### src/rtl/rx_wake_pkg.sv
package rx_wake_pkg;

    typedef enum logic {
        WAKE_IDLE = 1'b0,
        WAKE_ADDR = 1'b1
    } wake_mode_e;

    typedef enum logic {
        IDLE_FROM_START = 1'b0,
        IDLE_FROM_STOP  = 1'b1
    } idle_start_e;

    typedef struct packed {
        logic sleep;
    } ctrl_state_t;

endpackage

### src/rtl/rx_idle_counter.sv
module rx_idle_counter
    import rx_wake_pkg::*;
#(
    parameter int DATA_BITS = 8
) (
    input  logic clk,
    input  logic rst_n,
    input  logic tick_i,
    input  logic line_i,
    input  logic start_i,
    input  logic stop_i,
    input  logic long_i,
    input  logic from_stop_i,
    input  logic clear_i,
    output logic hit_o
);
    localparam int FRAME_SHORT = DATA_BITS + 2;
    localparam int FRAME_LONG  = DATA_BITS + 3;
    localparam int CNT_W       = $clog2(FRAME_LONG + 1);
    localparam logic [CNT_W-1:0] THR_SHORT = CNT_W'(FRAME_SHORT);
    localparam logic [CNT_W-1:0] THR_LONG  = CNT_W'(FRAME_LONG);

    typedef struct packed {
        logic [CNT_W-1:0] cnt;
        logic             armed;
    } idle_state_t;

    idle_state_t st_d, st_q;
    logic [CNT_W-1:0] thr;
    logic             counting;

    always_comb begin
        st_d     = st_q;
        hit_o    = 1'b0;
        thr      = long_i ? THR_LONG : THR_SHORT;
        counting = (idle_start_e'(from_stop_i) == IDLE_FROM_START) || st_q.armed;
        if (start_i) st_d.armed = 1'b0;
        if (stop_i)  st_d.armed = 1'b1;
        if (clear_i) begin
            st_d.cnt = '0;
        end else if (tick_i) begin
            if (!line_i) begin
                st_d.cnt = '0;
            end else if (counting && (st_q.cnt < thr)) begin
                st_d.cnt = st_q.cnt + 1'b1;
                hit_o    = ((st_q.cnt + 1'b1) == thr);
            end
        end
    end

    always_ff @(posedge clk or negedge rst_n) begin
        if (!rst_n) begin
            st_q.cnt   <= '0;
            st_q.armed <= 1'b1;
        end else begin
            st_q <= st_d;
        end
    end


    cnt_bound_chk: assert property (@(posedge clk) disable iff (!rst_n)
        st_q.cnt <= THR_LONG);


    low_line_clears_chk: assert property (@(posedge clk) disable iff (!rst_n)
        (tick_i && !line_i) |=> (st_q.cnt == '0));


    sw_clear_chk: assert property (@(posedge clk) disable iff (!rst_n)
        clear_i |=> (st_q.cnt == '0));


    no_count_in_frame_chk: assert property (@(posedge clk) disable iff (!rst_n)
        (from_stop_i && start_i && !stop_i) |=> !st_q.armed);

endmodule

### src/rtl/rx_addr_mark.sv
module rx_addr_mark #(
    parameter int DATA_BITS = 8
) (
    input  logic [DATA_BITS:0] char_i,
    input  logic               long_i,
    output logic               mark_o
);
    localparam int TOP_SHORT = DATA_BITS - 1;
    localparam int TOP_LONG  = DATA_BITS;

    always_comb begin
        mark_o = long_i ? char_i[TOP_LONG] : char_i[TOP_SHORT];
    end

endmodule

### src/rtl/rx_wake_ctrl.sv
module rx_wake_ctrl
    import rx_wake_pkg::*;
#(
    parameter int DATA_BITS = 8
) (
    input  logic               clk,
    input  logic               rst_n,
    input  logic               line_i,
    input  logic               bit_tick_i,
    input  logic               start_bit_i,
    input  logic               stop_bit_i,
    input  logic [DATA_BITS:0] char_i,
    input  logic               nine_bit_i,
    input  logic               wake_mode_i,
    input  logic               idle_after_stop_i,
    input  logic               sleep_set_i,
    output logic               sleep_o,
    output logic               rx_event_o
);
    ctrl_state_t st_d, st_q;
    logic        idle_hit;
    logic        mark;
    logic        addr_mode;
    logic        addr_wake;

    rx_idle_counter #(.DATA_BITS(DATA_BITS)) u_idle (
        .clk         (clk),
        .rst_n       (rst_n),
        .tick_i      (bit_tick_i),
        .line_i      (line_i),
        .start_i     (start_bit_i),
        .stop_i      (stop_bit_i),
        .long_i      (nine_bit_i),
        .from_stop_i (idle_after_stop_i),
        .clear_i     (sleep_set_i),
        .hit_o       (idle_hit)
    );

    rx_addr_mark #(.DATA_BITS(DATA_BITS)) u_mark (
        .char_i (char_i),
        .long_i (nine_bit_i),
        .mark_o (mark)
    );

    always_comb begin
        st_d      = st_q;
        addr_mode = (wake_mode_e'(wake_mode_i) == WAKE_ADDR);
        addr_wake = addr_mode && stop_bit_i && mark;
        if (sleep_set_i) begin
            st_d.sleep = 1'b1;
        end else if (st_q.sleep && addr_wake) begin
            st_d.sleep = 1'b0;
        end else if (st_q.sleep && !addr_mode && idle_hit) begin
            st_d.sleep = 1'b0;
        end
        rx_event_o = stop_bit_i && (!st_q.sleep || addr_wake);
    end

    always_ff @(posedge clk or negedge rst_n) begin
        if (!rst_n) begin
            st_q.sleep <= 1'b0;
        end else begin
            st_q <= st_d;
        end
    end

    assign sleep_o = st_q.sleep;


    set_takes_effect_chk: assert property (@(posedge clk) disable iff (!rst_n)
        sleep_set_i |=> sleep_o);


    rise_needs_set_chk: assert property (@(posedge clk) disable iff (!rst_n)
        $rose(sleep_o) |-> $past(sleep_set_i));


    addr_wake_chk: assert property (@(posedge clk) disable iff (!rst_n)
        (sleep_o && wake_mode_i && stop_bit_i && mark && !sleep_set_i) |=> !sleep_o);


    asleep_no_event_chk: assert property (@(posedge clk) disable iff (!rst_n)
        (sleep_o && !wake_mode_i) |-> !rx_event_o);


    addr_mode_idle_chk: assert property (@(posedge clk) disable iff (!rst_n)
        (sleep_o && wake_mode_i && !stop_bit_i) |=> sleep_o);

endmodule

### config.mk
export PLATFORM = sky130hd
export DESIGN_NAME = rx_wake_ctrl
export DESIGN_NICKNAME = d
export VERILOG_FILES = /design/src/rtl/rx_wake_pkg.sv /design/src/rtl/rx_idle_counter.sv /design/src/rtl/rx_addr_mark.sv /design/src/rtl/rx_wake_ctrl.sv
export SDC_FILE = /design/constraint.sdc
export NUM_CORES = 1
export LEC_CHECK = 0
export BUFFER_PORTS_ARGS = -buffer_cell sky130_fd_sc_hd__clkbuf_2
export CORE_MARGIN = 2
export CORE_UTILIZATION = 30
export CTS_CLUSTER_DIAMETER = 150
export DETAILED_ROUTE_END_ITERATION = 8
export MAX_ROUTING_LAYER = met4
export PLACE_DENSITY = 0.6
export SYNTH_ARGS = -nofsm -noshare
export SYNTH_HDL_FRONTEND = slang
export SYNTH_SLANG_ARGS = --single-unit
### constraint.sdc
create_clock -name clk -period 3.1 [get_ports clk]
set_input_delay 0.465 -clock clk [delete_from_list [all_inputs] [get_ports clk]]
set_output_delay 0.465 -clock clk [all_outputs]
set_load 0.1 [all_outputs]
==> results.sh <==
export IMPL_syn_inst=45
export IMPL_synth_area_per_cell_um2=9.37
export IMPL_status="finished, final reports clean"
export IMPL_worstPathRequired_ns=2.63
export IMPL_path_delay_family="buffers and inverters"
export IMPL_fmax_mhz=519
export IMPL_cp_end_kind="output pin"
export IMPL_worst_path_max_fanout=2
export IMPL_finish_instance_area_um2=532
export IMPL_cts_root_buf="clkbuf_4"
export IMPL_gr_usage_all_layers_pct=13.1
export IMPL_wl_um=921
export IMPL_dp_cells=73
export IMPL_syn_area_um2=422
export IMPL_start_util_pct=32.4
export IMPL_cts_resized_gates=0
export IMPL_synth_top_family_by_area="simple AND/OR/NAND/NOR gates"
export IMPL_slowest_delay_ns=0.44
export IMPL_viasPerCell=5.12
export IMPL_setup_viol_count_final=0
export IMPL_crit_type="input pin to output pin"
export IMPL_antenna_found_initial=0
export IMPL_fin_ws_ns=1.17
export IMPL_pre_cts_ws_ns=1.16
export IMPL_syn_to_final_growth_pct=26.1
export IMPL_ioPinCount=21
export IMPL_grt_max_degree=9
export IMPL_synth_xor_area_share_pct=4.15
export IMPL_grt_overflow_total=0
export IMPL_holdWs_ns=0.0307
export IMPL_synth_compound_area_share_pct=19.0
export IMPL_h_tree_depth=1
export IMPL_antenna_left=0
export IMPL_dp_hpwl_um=711
export IMPL_die_w_um=41.5
export IMPL_drt_iter0_drc=6
export IMPL_yosys_area_share_simple_pct=30.9
export IMPL_crit_chain="clkbuf_2, mux2i_1, o21ai_0, and2_1, clkbuf_2"
export IMPL_final_util_pct=40.9
export IMPL_synth_adder_area_share_pct=5.93
export IMPL_power_density_nw_per_um2=379
export IMPL_rsz0062_at_grt="no"
export IMPL_mostFrequentLayoutCell="clkbuf_2"
export IMPL_drt_pass1_iterations=2
export IMPL_fin_crit_ns=1.93
export IMPL_final_setup_skew_ns=0.00287
export IMPL_ff2ff_setup_slack_ns=1.56
export IMPL_die_h_um=41.5
export IMPL_io_buffers=13
export IMPL_cts_tree="done"
export IMPL_worst_endpoint_arrival_ns=1.46
export IMPL_fin_nets=84
export IMPL_ctsHoldBuffers=0
export IMPL_clk_pin_slew_ns=0.05
export IMPL_p_leak_nw=0.232
export IMPL_hold_viol_final=0
export IMPL_num_rows=13
export IMPL_critPathSlowestCell="clkbuf_2"
export IMPL_synth_nets=66
export IMPL_maxSlewViolCount=0
export IMPL_clock_latency_ns=0.25
export IMPL_mostFrequentLayoutCells="clkbuf_2, nand2_1, dfrtp_1"
export IMPL_place_congestion=0.832
export IMPL_core_area_um2=1300
export IMPL_yosysUniqueCellTypes=24
export IMPL_grt_pass1_wl_mm=1.65
export IMPL_setup_tns_ns=0
export IMPL_grt_pass1_vias=354
export IMPL_dieArea_um2=1720
export IMPL_fin_crit_sh_pct=62.2
export IMPL_wire_per_inst_um=12.0
export IMPL_cp_common_cell="clkbuf_2"
export IMPL_clock_sinks=6
export IMPL_placed_area_um2=505
export IMPL_drc=0
export IMPL_cts_buffer_depth=2
export IMPL_ys_seq_area_share_pct=35.9
export IMPL_min_path_type="input pin to asynchronous set/reset pin"
export IMPL_worst_slew_pin_slew_ns=0.539
export IMPL_synth_seq_cells=6
export IMPL_cp_num_buf_inv=2
export IMPL_synth_mux_area_share_pct=2.37
export IMPL_yosys_warnings=0
export IMPL_irDropWorstVdd_mv=0.375
export IMPL_post_cts_repair_setup_buffers=0
export IMPL_vias=394
export IMPL_instances_no_fill=77
export IMPL_slew_headroom_pct=64.2
export IMPL_cap_violations=0
export IMPL_drive_gt1_share_pct=32.3
export IMPL_cts_buffers=3
export IMPL_power_total_mw=0.202
export IMPL_insertedDiodeCount=0
export IMPL_crit_path_start_kind="input pin"
## worst register-to-register path, stage by stage, from the launching register on
cell and delay, ns:
dfrtp_1 0.42, inv_1 0.11, ha_1 0.20, nor2b_4 0.05, o21ai_2 0.19, nand3_1 0.13
o31a_1 0.31
## final timing paths
path / from / to / cells after the start
min: rst_n / u_idle.st_q[2] / 1
min in group clk: stop_bit_i / u_idle.st_q[0] / 2
max reg2reg: u_idle.st_q[1] / sleep_o / 6
max in group asynchronous: rst_n / u_idle.st_q[0] / 1
max: nine_bit_i / rx_event_o / 5
min reg2reg: u_idle.st_q[0] / u_idle.st_q[0] / 1
## registers in the layout, indices dropped and copies added (netlist names)
signal and cells:
u_idle.st_q 5, sleep_o 1
## cells by family (layout without fill, tap and decap cells)
family	Yosys count	after routing
and+or+nand+nor	21	21
AOI/OAI and AO/OA	11	11
DFF	6	6
adders and majority gates	2	2
xor gates and xnor gates	2	2
buffers and inverters	2	19
muxes	1	1
## cell usage after synthesis, drive strengths merged
master / n / area (um2)
nand2: 6 / 22.5
dfrtp: 5 / 125
nand2b: 4 / 25.0
a21o: 3 / 22.5
a31oi: 3 / 18.8
and3: 3 / 23.8
ha: 2 / 25.0
inv: 2 / 7.51
nand3: 2 / 10.0
nor2b: 2 / 20.0
o21ai: 2 / 13.8
xnor2: 2 / 17.5
a211oi: 1 / 7.51
a41oi: 1 / 8.76
and2: 1 / 6.26
dfstp: 1 / 26.3
mux2i: 1 / 10.0
nand4b: 1 / 8.76
nor3: 1 / 5.00
nor4b: 1 / 8.76
o31a: 1 / 8.76
## where the power goes
group	switching (mW)	leakage, nW	internal [mW]
Clock	0.0297	0.0150	0.0489
Sequential	0.00238	0.0753	0.0819
Combinational	0.0251	0.142	0.0139
Total	0.0572	0.232	0.145
## layout make-up
class | count | area (um2)
fillers | 149 | 769
multi-input cells | 37 | 263
flip-flops and latches | 6 | 151
repair buffers | 13 | 65.1
clock buffers | 4 | 26.3
well taps | 15 | 18.8
inverters | 2 | 7.51
## metal layers
metal  share of wire (%)  global-route usage [%]  vias to the layer above
met1                  49                    17.2                      179
met5                   0                       -                        -
met4                   0                    3.87                        0
met2                  42                    16.9                       16
met3                 8.3                    7.39                        0
li1                    -                       -                      199
No activity file was read; power rests on OpenSTA's default activity.
